[src/rtl/sdram_seq_pkg.sv]
package sdram_seq_pkg;

  // {cs_n, ras_n, cas_n, we_n}
  typedef enum logic [3:0] {
    CMD_MRS  = 4'b0000,
    CMD_AREF = 4'b0001,
    CMD_PRE  = 4'b0010,
    CMD_NOP  = 4'b0111,
    CMD_INH  = 4'b1111
  } sd_cmd_e;

  typedef enum logic [3:0] {
    ST_STABLE,
    ST_PRE,
    ST_PRE_W,
    ST_INIT_REF,
    ST_INIT_REF_W,
    ST_MRS,
    ST_MRS_W,
    ST_IDLE,
    ST_REF,
    ST_REF_W,
    ST_HOST
  } seq_state_e;

endpackage

[src/rtl/sdram_seq_rst_sync.sv]
module sdram_seq_rst_sync (
  input  logic clk_i,
  input  logic rst_ni,
  output logic rst_no
);

  logic [1:0] sync_q;

  always_ff @(posedge clk_i or negedge rst_ni) begin
    if (!rst_ni) sync_q <= 2'b00;
    else         sync_q <= {sync_q[0], 1'b1};
  end

  assign rst_no = sync_q[1];

endmodule

[src/rtl/sdram_seq_ref_timer.sv]
module sdram_seq_ref_timer #(
  parameter int unsigned INTERVAL = 780
) (
  input  logic clk_i,
  input  logic rst_ni,
  input  logic run_i,
  input  logic start_i,
  output logic pend_o
);

  localparam int unsigned CW = (INTERVAL > 1) ? $clog2(INTERVAL) : 1;
  localparam logic [CW-1:0] LAST = CW'(INTERVAL - 1);

  logic [CW-1:0] cnt_q, cnt_d;
  logic          pend_q, pend_d;
  logic          wrap;

  always_comb begin
    wrap   = (cnt_q == LAST);
    cnt_d  = cnt_q;
    pend_d = pend_q;
    if (!run_i) begin
      cnt_d  = '0;
      pend_d = 1'b0;
    end else begin
      if (start_i) pend_d = 1'b0;
      if (wrap) begin
        cnt_d  = '0;
        pend_d = 1'b1;
      end else begin
        cnt_d = cnt_q + 1'b1;
      end
    end
  end

  always_ff @(posedge clk_i or negedge rst_ni) begin
    if (!rst_ni) begin
      cnt_q  <= '0;
      pend_q <= 1'b0;
    end else begin
      cnt_q  <= cnt_d;
      pend_q <= pend_d;
    end
  end

  assign pend_o = pend_q;

  assert_pend_clear_R7: assert property (@(posedge clk_i) disable iff (!rst_ni)
    start_i |=> !pend_o);

  assert_no_pend_init_R7: assert property (@(posedge clk_i) disable iff (!rst_ni)
    !run_i |=> !pend_o);

endmodule

[src/rtl/sdram_seq_host_hold.sv]
module sdram_seq_host_hold #(
  parameter int unsigned AW = 24
) (
  input  logic          clk_i,
  input  logic          rst_ni,
  input  logic          req_i,
  input  logic [AW-1:0] addr_i,
  input  logic          we_i,
  input  logic          clr_i,
  output logic          valid_o,
  output logic [AW-1:0] addr_o,
  output logic          we_o
);

  logic          valid_q, valid_d;
  logic [AW-1:0] addr_q;
  logic          we_q;
  logic          cap;

  always_comb begin
    cap     = req_i && !valid_q;
    valid_d = valid_q;
    if (clr_i)    valid_d = 1'b0;
    else if (cap) valid_d = 1'b1;
  end

  always_ff @(posedge clk_i or negedge rst_ni) begin
    if (!rst_ni) valid_q <= 1'b0;
    else         valid_q <= valid_d;
  end

  always_ff @(posedge clk_i or negedge rst_ni) begin
    if (!rst_ni) begin
      addr_q <= '0;
      we_q   <= 1'b0;
    end else if (cap) begin
      addr_q <= addr_i;
      we_q   <= we_i;
    end
  end

  assign valid_o = valid_q;
  assign addr_o  = addr_q;
  assign we_o    = we_q;

  assert_hold_stable_R12: assert property (@(posedge clk_i) disable iff (!rst_ni)
    (valid_o && !clr_i) |=> (valid_o && $stable(addr_o) && $stable(we_o)));

endmodule

[src/rtl/sdram_seq_fsm.sv]
module sdram_seq_fsm
  import sdram_seq_pkg::*;
#(
  parameter int unsigned STABLE_CYC = 10000,
  parameter int unsigned T_RP       = 3,
  parameter int unsigned T_RFC      = 7,
  parameter int unsigned T_MRD      = 2
) (
  input  logic    clk_i,
  input  logic    rst_ni,
  input  logic    host_any_i,
  input  logic    ref_pend_i,
  output sd_cmd_e cmd_o,
  output logic    cke_o,
  output logic    sel_pre_o,
  output logic    sel_mode_o,
  output logic    ready_o,
  output logic    op_o,
  output logic    ref_start_o,
  output logic    serve_o
);

  localparam int unsigned HALF  = STABLE_CYC / 2;
  localparam int unsigned DMAX0 = (STABLE_CYC > T_RP) ? STABLE_CYC : T_RP;
  localparam int unsigned DMAX1 = (DMAX0 > T_RFC) ? DMAX0 : T_RFC;
  localparam int unsigned DMAX  = (DMAX1 > T_MRD) ? DMAX1 : T_MRD;
  localparam int unsigned CW    = $clog2(DMAX + 1);

  localparam logic [CW-1:0] STABLE_LAST = CW'(STABLE_CYC - 1);
  localparam logic [CW-1:0] CKE_AT      = CW'(HALF);
  localparam logic [CW-1:0] RP_LOAD     = CW'(T_RP - 2);
  localparam logic [CW-1:0] RFC_LOAD    = CW'(T_RFC - 2);
  localparam logic [CW-1:0] MRD_LOAD    = CW'(T_MRD - 2);

  seq_state_e    state_q, state_d;
  logic [CW-1:0] cnt_q, cnt_d;
  logic          cnt_zero;

  assign cnt_zero = (cnt_q == '0);

  always_comb begin
    state_d = state_q;
    cnt_d   = cnt_q;
    unique case (state_q)
      ST_STABLE: begin
        if (cnt_q == STABLE_LAST) begin
          state_d = ST_PRE;
          cnt_d   = '0;
        end else begin
          cnt_d = cnt_q + 1'b1;
        end
      end
      ST_PRE: begin
        state_d = ST_PRE_W;
        cnt_d   = RP_LOAD;
      end
      ST_PRE_W: begin
        if (cnt_zero) state_d = ST_INIT_REF;
        else          cnt_d   = cnt_q - 1'b1;
      end
      ST_INIT_REF: begin
        state_d = ST_INIT_REF_W;
        cnt_d   = RFC_LOAD;
      end
      ST_INIT_REF_W: begin
        if (cnt_zero) state_d = ST_MRS;
        else          cnt_d   = cnt_q - 1'b1;
      end
      ST_MRS: begin
        state_d = ST_MRS_W;
        cnt_d   = MRD_LOAD;
      end
      ST_MRS_W: begin
        if (cnt_zero) state_d = ST_IDLE;
        else          cnt_d   = cnt_q - 1'b1;
      end
      ST_IDLE: begin
        if (ref_pend_i)      state_d = ST_REF;
        else if (host_any_i) state_d = ST_HOST;
      end
      ST_REF: begin
        state_d = ST_REF_W;
        cnt_d   = RFC_LOAD;
      end
      ST_REF_W: begin
        if (cnt_zero) state_d = ST_IDLE;
        else          cnt_d   = cnt_q - 1'b1;
      end
      ST_HOST: state_d = ST_IDLE;
      default: state_d = ST_STABLE;
    endcase
  end

  always_ff @(posedge clk_i or negedge rst_ni) begin
    if (!rst_ni) begin
      state_q <= ST_STABLE;
      cnt_q   <= '0;
    end else begin
      state_q <= state_d;
      cnt_q   <= cnt_d;
    end
  end

  always_comb begin
    cke_o = (state_q != ST_STABLE) || (cnt_q >= CKE_AT);
    unique case (state_q)
      ST_STABLE:            cmd_o = cke_o ? CMD_NOP : CMD_INH;
      ST_PRE:               cmd_o = CMD_PRE;
      ST_INIT_REF, ST_REF:  cmd_o = CMD_AREF;
      ST_MRS:               cmd_o = CMD_MRS;
      default:              cmd_o = CMD_NOP;
    endcase
  end

  assign sel_pre_o   = (state_q == ST_PRE);
  assign sel_mode_o  = (state_q == ST_MRS);
  assign ready_o     = (state_q == ST_HOST);
  assign serve_o     = (state_q == ST_HOST);
  assign ref_start_o = (state_q == ST_REF);
  assign op_o        = (state_q == ST_IDLE) || (state_q == ST_REF) ||
                       (state_q == ST_REF_W) || (state_q == ST_HOST);

  assert_cke_hold_R2: assert property (@(posedge clk_i) disable iff (!rst_ni)
    cke_o |=> cke_o);

  assert_no_ready_init_R1: assert property (@(posedge clk_i) disable iff (!rst_ni)
    !op_o |-> !ready_o);

  assert_ready_pulse_R9: assert property (@(posedge clk_i) disable iff (!rst_ni)
    ready_o |=> !ready_o);

  assert_ready_from_idle_R9: assert property (@(posedge clk_i) disable iff (!rst_ni)
    $rose(ready_o) |-> $past(state_q == ST_IDLE));

  assert_ref_after_pend_R7: assert property (@(posedge clk_i) disable iff (!rst_ni)
    (state_q == ST_IDLE && ref_pend_i) |=> (cmd_o == CMD_AREF));

  assert_wait_exit_R4: assert property (@(posedge clk_i) disable iff (!rst_ni)
    (state_q == ST_PRE_W && state_d != ST_PRE_W) |-> cnt_zero);

endmodule

[src/rtl/sdram_init_refresh.sv]
module sdram_init_refresh
  import sdram_seq_pkg::*;
#(
  parameter int unsigned CLK_MHZ      = 100,
  parameter int unsigned STABLE_US    = 100,
  parameter int unsigned T_RP         = 3,
  parameter int unsigned T_RFC        = 7,
  parameter int unsigned T_MRD        = 2,
  parameter int unsigned REF_INTERVAL = 780,
  parameter int unsigned BURST_CODE   = 3,
  parameter int unsigned CAS_LAT      = 3,
  parameter int unsigned A_W          = 13,
  parameter int unsigned BA_W         = 2,
  parameter int unsigned HADDR_W      = 24
) (
  input  logic               clk_i,
  input  logic               rst_ni,
  input  logic               host_req_i,
  input  logic [HADDR_W-1:0] host_addr_i,
  input  logic               host_we_i,
  output logic               host_ready_o,
  output logic [HADDR_W-1:0] xfer_addr_o,
  output logic               xfer_we_o,
  output logic               sd_cke_o,
  output logic               sd_cs_n_o,
  output logic               sd_ras_n_o,
  output logic               sd_cas_n_o,
  output logic               sd_we_n_o,
  output logic [BA_W-1:0]    sd_ba_o,
  output logic [A_W-1:0]     sd_a_o
);

  localparam int unsigned STABLE_CYC = CLK_MHZ * STABLE_US;
  localparam logic [A_W-1:0] PRE_WORD  = A_W'(1 << 10);
  localparam logic [A_W-1:0] MODE_WORD = A_W'(((CAS_LAT & 7) << 4) | (BURST_CODE & 7));

  logic    rst_sync;
  logic    hold_valid;
  logic    ref_pend;
  logic    sel_pre, sel_mode;
  logic    op_mode, ref_start, serve;
  sd_cmd_e cmd;

  sdram_seq_rst_sync u_rst (
    .clk_i  (clk_i),
    .rst_ni (rst_ni),
    .rst_no (rst_sync)
  );

  sdram_seq_host_hold #(.AW(HADDR_W)) u_hold (
    .clk_i   (clk_i),
    .rst_ni  (rst_sync),
    .req_i   (host_req_i),
    .addr_i  (host_addr_i),
    .we_i    (host_we_i),
    .clr_i   (serve),
    .valid_o (hold_valid),
    .addr_o  (xfer_addr_o),
    .we_o    (xfer_we_o)
  );

  sdram_seq_ref_timer #(.INTERVAL(REF_INTERVAL)) u_ref (
    .clk_i   (clk_i),
    .rst_ni  (rst_sync),
    .run_i   (op_mode),
    .start_i (ref_start),
    .pend_o  (ref_pend)
  );

  sdram_seq_fsm #(
    .STABLE_CYC (STABLE_CYC),
    .T_RP       (T_RP),
    .T_RFC      (T_RFC),
    .T_MRD      (T_MRD)
  ) u_fsm (
    .clk_i       (clk_i),
    .rst_ni      (rst_sync),
    .host_any_i  (host_req_i || hold_valid),
    .ref_pend_i  (ref_pend),
    .cmd_o       (cmd),
    .cke_o       (sd_cke_o),
    .sel_pre_o   (sel_pre),
    .sel_mode_o  (sel_mode),
    .ready_o     (host_ready_o),
    .op_o        (op_mode),
    .ref_start_o (ref_start),
    .serve_o     (serve)
  );

  assign {sd_cs_n_o, sd_ras_n_o, sd_cas_n_o, sd_we_n_o} = cmd;
  assign sd_ba_o = '0;

  always_comb begin
    if (sel_pre)       sd_a_o = PRE_WORD;
    else if (sel_mode) sd_a_o = MODE_WORD;
    else               sd_a_o = '0;
  end

  assert_pre_a10_R3: assert property (@(posedge clk_i) disable iff (!rst_sync)
    (cmd == CMD_PRE) |-> (sd_a_o == PRE_WORD));

  assert_ref_quiet_R8: assert property (@(posedge clk_i) disable iff (!rst_sync)
    (cmd == CMD_AREF) |=> (cmd == CMD_NOP && !host_ready_o));

  assert_ready_nop_R8: assert property (@(posedge clk_i) disable iff (!rst_sync)
    host_ready_o |-> (cmd == CMD_NOP));

  assert_ready_held_R12: assert property (@(posedge clk_i) disable iff (!rst_sync)
    host_ready_o |-> $past(hold_valid || host_req_i));

endmodule

[config.mk]
export PLATFORM = sky130hd
export DESIGN_NAME = sdram_init_refresh
export DESIGN_NICKNAME = d
export VERILOG_FILES = /design/src/rtl/sdram_seq_pkg.sv /design/src/rtl/sdram_seq_rst_sync.sv /design/src/rtl/sdram_seq_ref_timer.sv /design/src/rtl/sdram_seq_host_hold.sv /design/src/rtl/sdram_seq_fsm.sv /design/src/rtl/sdram_init_refresh.sv
export SDC_FILE = /design/constraint.sdc
export NUM_CORES = 1
export LEC_CHECK = 0
export BUFFER_PORTS_ARGS = -buffer_cell sky130_fd_sc_hd__buf_2
export CORE_MARGIN = 8
export CORE_UTILIZATION = 55
export DETAILED_ROUTE_END_ITERATION = 12
export GPL_ROUTABILITY_DRIVEN = 0
export PLACE_DENSITY = 0.8
export SYNTH_ARGS = -nofsm -noshare
export SYNTH_HDL_FRONTEND = slang
export SYNTH_SLANG_ARGS = --single-unit
[constraint.sdc]
create_clock -name clk_i -period 2.08 [get_ports clk_i]
set_input_delay 0.208 -clock clk_i [delete_from_list [all_inputs] [get_ports clk_i]]
set_output_delay 0.208 -clock clk_i [all_outputs]
set_load 0.005 [all_outputs]
==> results of run 1 <==
worst max path at each step:
stage / from / endpoint / slack, ps / depth (start not counted)
3_3_place_gp: u_fsm.cnt_q[0] / u_fsm.cnt_q[2] / 30 / 7
6_report: u_fsm.cnt_q[4] / u_fsm.cnt_q[10] / -30 / 6
5_1_grt: u_fsm.cnt_q[4] / sd_cke_o / -130 / 7
3_5_place_dp: u_fsm.cnt_q[1] / u_fsm.cnt_q[2] / -70 / 7
2_1_floorplan: u_fsm.cnt_q[1] / u_fsm.cnt_q[5] / 3 / 9
4_1_cts: u_fsm.cnt_q[4] / sd_cke_o / -20 / 7
metrics by stage:
| stage | setup slack (ps) | power (uW) |
|---|---|---|
| after floorplan | 3.076 | 1301 |
| after detailed placement | -69.04 | 1398 |
| after global placement | 32.73 | 1385 |
| final | -32.42 | 2450 |
| after CTS | -18.02 | 2466 |
| after global routing | -131.2 | 2535 |
routing by layer:
layer	part of all wire [%]	wire length, um	vias up
li1	-	-	1474
met1	38	3719	1593
met2	51	5009	182
met3	8.8	861	36
met4	2.3	228	0
met5	0	0	-
cell usage after synthesis (10+ instances only):
cell	n
dfrtp_1	57
nor2_1	33
mux2_2	25
buf_4	17
inv_1	15
a21oi_1	14
nand2_1	14
nand3_1	14
o22ai_1	12
nor3_1	11
nor4_1	10
o21ai_0	10
power by group:
| group | leakage (uW) | internal, uW | switching [uW] | total [uW] |
|---|---|---|---|---|
| registers | 0.000712 | 1170 | 30.7 | 1200 |
| logic | 0.00122 | 101 | 76.8 | 177 |
| clock network | 0.0000949 | 587 | 489 | 1080 |
cell usage in the layout (no fill, tap or decap), types with 4 or more instances in the layout:
cell      instances
nand2_1          14
buf_12            4
buf_4            35
nor3_1           10
a221oi_2          4
clkbuf_8         10
buf_2            64
inv_1            13
conb_1           11
a21oi_1          12
nand4_1           5
nand3_1          14
xor2_1            7
nor4_1            7
and3_1            5
buf_6             6
o21ai_0           7
mux2_2           25
dfrtp_1          54
nor2_1           32
o22ai_1          11
mux2i_1           4
worst max-delay path, stage by stage, from the launching register on:
cell,delay (ps)
dfrtp_1,390
or4_4,560
and4b_2,400
a211o_1,240
buf_12,150
nand2_8,70
o211a_1,210
timing repair:
item / CTS / global route
hold buffers: 1 / 0
pin swaps: 4 / 12
hold endpoints to repair: 2 / 0
gates resized for setup: 9 / 33
setup endpoints to repair: 11 / 16
buffers inserted: 2 / 3
cloned: 0 / 1
sequential cells by signal (all words and copies together), names as in the netlist:
signal,flops
u_fsm.cnt_q,14
u_fsm.state_q,4
u_hold.addr_o,24
u_hold.valid_o,1
u_hold.we_o,1
u_ref.cnt_q,10
u_ref.pend_o,1
u_rst.sync_q,2
kinds of logic after synthesis:
family                   Yosys count
XOR/XNOR                          10
multiplexers                      29
AO/OA/AOI/OAI                     78
adder cells (fa/ha/maj)            3
flip-flops                        57
other                              2
AND/OR/NAND/NOR                  124
buffers and inverters             56
cell type report:
cell class	count	area [um2]	share of cell area, %
inverter	15	56.30	1.264
clock buffer	10	137.6	3.089
tap	77	96.34	2.162
multi-input combinational	255	1928	43.27
timing repair buffer	110	740.7	16.62
sequential	57	1430	32.10
clock inverter	6	66.31	1.488
==> impl_metrics.json, run 1 <==
{
  "status": "finished, violations left",
  "violations": "negative setup slack",
  "synth-main-ff-cell": "dfrtp_1",
  "final_max_slew_viol_count": 0,
  "setup_violations": 3,
  "timing.final.crit_share_pct": 101.6,
  "cp.required_ps": 2320,
  "cts.sinks": 57,
  "critical_path.startpoint_type": "flop",
  "syn_to_final_growth_pct": 27.91,
  "clk_pin_slew_ps": 70,
  "ir_worst_vdd_mv": 0.5157,
  "pin_count": 74,
  "hold_end": "u_hold.we_o",
  "clockBufferDepth": 2,
  "rr_endpoint": "u_fsm.cnt_q[10]",
  "num_vias": 3285,
  "final_net_count": 479,
  "drt_iter0_drc": 339,
  "synth_area_leaders": "dfrtp_1 41%, mux2_2 8.1%, buf_4 3.7%",
  "busiest_layer": "met2",
  "cts_inserted_buffers": 9,
  "syn_area_mm2": 0.003483,
  "path_max_fanout": 5,
  "wl_um": 9818,
  "clock_latency_ps": 350,
  "grt_pass1_wl_um": 14630,
  "r2r_setup_slack_ps": -30,
  "tightest_slew_ps": 601.8,
  "routed_via_density": 6.198,
  "fin_skew_ps": 12.05,
  "crit_path_end_kind": "flop",
  "r2r_start": "u_fsm.cnt_q[4]",
  "route.detailed.wl_per_inst_um": 18.52,
  "max-cap-violations": 0,
  "syn_inst": 359,
  "dp_hpwl_um": 6586,
  "grt_max_degree": 29,
  "holdCritPathClass": "in2reg",
  "post-route-util_pct": 71.39,
  "row_count": 29,
  "synth_top_area_share_pct": 40.95,
  "synthAdderAreaFrac_pct": 1.078,
  "p_per_area_mw_per_mm2": 550.0,
  "final_cells": 530,
  "synth_cell_types": 66,
  "diodes": 0,
  "yosys_warnings": 0,
  "r2r_cells": 6,
  "synth_xor_area_share_pct": 2.514,
  "fin_ws_ps": -32.42,
  "initial_core_util_pct": 55.81,
  "detail-route-antenna-nets": 0,
  "use_met2_pct": 33.43,
  "core_area_mm2": 0.006241,
  "synth_edf_count": 0,
  "cp.arrival_ps": 2350,
  "drc": 0,
  "grt_overflow_total": 0,
  "met1_usage_pct": 24.65,
  "synth_top_family_by_area": "simple AND/OR/NAND/NOR gates",
  "slew_headroom_pct": 59.37,
  "dieArea_mm2": 0.009136,
  "holdPathStages": 2,
  "final_area_mm2": 0.004456,
  "ys_ff_latch": 57,
  "rsz0062_at_grt": "true",
  "drive_gt1_share_pct": 43.27,
  "synth.mux.area_fraction_pct": 9.231,
  "cts_tree": "done",
  "ys_async_sr_fraction_pct": 100.0,
  "syn_avg_cell_area_um2": 9.703,
  "die_x_um": 95.58,
  "tns_ps": -70.87,
  "seq_area_frac_synth_pct": 40.95,
  "grt_usage_pct": 20.42,
  "grt_pass1_vias": 3052,
  "critPathKind": "reg2reg",
  "drt-pass1-iter-count": 7,
  "dpl_cell_area_mm2": 0.004009,
  "cts_root_buf": "clkbuf_8",
  "clock.fmax_mhz": 473.4,
  "hold_violations": 0,
  "finalCriticalPeriod_ps": 2112,
  "place_inst": 507,
  "synth.largest_area_cell": "dfrtp_1",
  "synth_simple_gate_area_share_pct": 19.47,
  "io_buffer_count": 63,
  "h-tree-depth": 3,
  "min_from": "host_we_i",
  "synth-compound-area-share_pct": 17.03,
  "p_leak_uw": 0.002029,
  "antenna_found_initial": 0,
  "nFillCells": 430,
  "hold_slack_ps": 88.75,
  "die_h_um": 95.58,
  "use_met3_pct": 5.197
}
(Power assumes the default switching activity.)
==> run 2: changes to the inputs <==
==> constraint.sdc (replaced) <==
create_clock -name clk_i -period 2.08 [get_ports clk_i]
set_input_delay 0.416 -clock clk_i [delete_from_list [all_inputs] [get_ports clk_i]]
set_output_delay 0.416 -clock clk_i [all_outputs]
set_load 0.005 [all_outputs]
==> run 2 against run 1 <==
Compared with the run above:
- the flow still finishes with violations (negative setup slack)
- clock skew is 1.9 ps lower
- register-to-register slack got worse by 60 ps
- highest routed layer unchanged
- via count grew 4.5%
- count of clock-buffer cells in the layout stayed put
==> impl_metrics.json, run 2 (same netlist as run 1, synthesis figures left out) <==
{
  "clock_latency_ps": 350,
  "critPathSlowestCell": "dfrtp_1",
  "status": "finished, violations left",
  "hold_violations": 0,
  "die_h_um": 95.58,
  "finalCriticalPeriod_ps": 2201,
  "dp_hpwl_um": 6641,
  "drt-pass1-iter-count": 7,
  "max-cap-violations": 0,
  "p_leak_uw": 0.002121,
  "initial_core_util_pct": 55.81,
  "fin_skew_ps": 10.19,
  "syn_to_final_growth_pct": 33.62,
  "p_per_area_mw_per_mm2": 524.7,
  "cp.arrival_ps": 1780,
  "r2r_cells": 8,
  "antenna_found_initial": 0,
  "path_cells": "or3_4, o21ai_2, nand2_1, a211oi_2, inv_1, buf_2",
  "row_count": 29,
  "p_clk_share_pct": 43.8,
  "io_buffer_count": 63,
  "final_area_mm2": 0.004654,
  "grt_overflow_total": 0,
  "dpl_cell_area_mm2": 0.004054,
  "r2r_setup_slack_ps": -90,
  "routed_via_density": 6.288,
  "ff_latch_area_mm2": 0.001431,
  "final_cells": 546,
  "rr_endpoint": "u_fsm.cnt_q[6]",
  "die_x_um": 95.58,
  "holdCritPathClass": "reg2async",
  "crit_path_end_kind": "output pin",
  "swShare_pct": 24.19,
  "path_max_fanout": 4,
  "critPathMaxStageDelay_ps": 410,
  "wl_um": 10800,
  "pin_count": 74,
  "cp.required_ps": 1660,
  "slew_headroom_pct": 54.21,
  "grt_pass1_vias": 3354,
  "drt_iter0_drc": 383,
  "cts_tree": "done",
  "pwr-share-comb_pct": 7.0,
  "critPathKind": "reg2out",
  "clk_pin_slew_ps": 70,
  "layout_common_cells": "63 x buf_2, 53 x dfrtp_1, 46 x buf_4",
  "tns_ps": -637.0,
  "drive_gt1_share_pct": 46.27,
  "final_max_slew_viol_count": 0,
  "ir_worst_vdd_mv": 0.4966,
  "multi_input_area_mm2": 0.001997,
  "place_inst": 513,
  "seqPwrFrac_pct": 49.2,
  "dieArea_mm2": 0.009136,
  "core_area_mm2": 0.006241,
  "final_common_cell": "buf_2",
  "grt_max_degree": 27,
  "r2r_start": "u_fsm.cnt_q[5]",
  "net-switching-power_uw": 590.8,
  "clock.fmax_mhz": 454.4,
  "clockBufferDepth": 2,
  "diodes": 0,
  "violations": "negative setup slack",
  "p_int_uw": 1851,
  "detail-route-antenna-nets": 0,
  "critical_path.startpoint_type": "flop",
  "tightest_slew_ps": 678.2,
  "grt_pass1_wl_um": 16210,
  "cts_inserted_buffers": 9,
  "drc": 0,
  "cts.sinks": 57,
  "h-tree-depth": 3,
  "route.detailed.wl_per_inst_um": 19.77,
  "largest_register_ffs": 24,
  "num_vias": 3433,
  "timing.final.crit_share_pct": 105.8,
  "grt_usage_pct": 22.57,
  "final_net_count": 495,
  "post-route-util_pct": 74.58,
  "setup_violations": 11,
  "pre_cts_slack_ps": -82.38,
  "fin_ws_ps": -120.6,
  "nFillCells": 402,
  "cts_root_buf": "clkbuf_8",
  "rsz0062_at_grt": "true"
}
run 2: timing repair:
action | in CTS | in global routing
buffers inserted | 6 | 8
hold endpoints to repair | 2 | 0
cloned | 2 | 0
endpoints found under the setup margin | 13 | 30
pin swaps | 9 | 13
resized for setup | 18 | 38
hold buffers | 1 | 0
run 2: how the worst max path moves through the flow:
stage                           endpoint      startpoint  cells past startpoint
after floorplan           u_fsm.cnt_q[5]  u_fsm.cnt_q[1]                      9
after global placement    u_fsm.cnt_q[2]  u_fsm.cnt_q[0]                      7
after detailed placement  u_fsm.cnt_q[2]  u_fsm.cnt_q[0]                      7
after CTS                       sd_cke_o  u_fsm.cnt_q[4]                      6
after global routing            sd_cke_o  u_fsm.cnt_q[4]                      6
final                           sd_cke_o  u_fsm.cnt_q[5]                      6
run 2: area by class of cell:
cell class / instances / share of cell area [%]
Clock buffer: 10 / 2.957
Inverter: 15 / 1.210
Clock inverter: 6 / 1.452
Tap cell: 77 / 2.070
Sequential cell: 57 / 30.75
Multi-Input combinational cell: 256 / 42.90
Timing Repair Buffer: 125 / 18.66
run 2: through the flow:
| step | power [uW] | hold slack (ps) |
|---|---|---|
| after floorplan | 1301 | 120.4 |
| after global placement | 1382 | 201.2 |
| after detailed placement | 1396 | 204.9 |
| after CTS | 2455 | 221.8 |
| after global routing | 2532 | 247.1 |
| final | 2442 | 210.4 |
run 2: power by group through the flow:
stage	Clock [uW]	Combinational, uW	Sequential, uW
2_1_floorplan	0	66.3	1230
3_3_place_gp	0	166	1220
3_5_place_dp	0	174	1220
4_1_cts	1080	176	1200
5_1_grt	1130	190	1210
6_report	1070	172	1200
run 2: per-layer routing:
metal	GRT usage (%)	vias up	routed length, um
met5	0	-	0
met4	11.40	0	367
met3	4.488	43	1036
met2	37.89	242	5416
met1	26.88	1647	3975
li1	-	1501	-
run 2: critical path, delay by kind of cell (launching register included):
| family | cells | cell delay [ps] |
|---|---|---|
| compound gates | 2 | 370 |
| buf+inv | 2 | 170 |
| flops | 1 | 410 |
| simple gates | 2 | 470 |
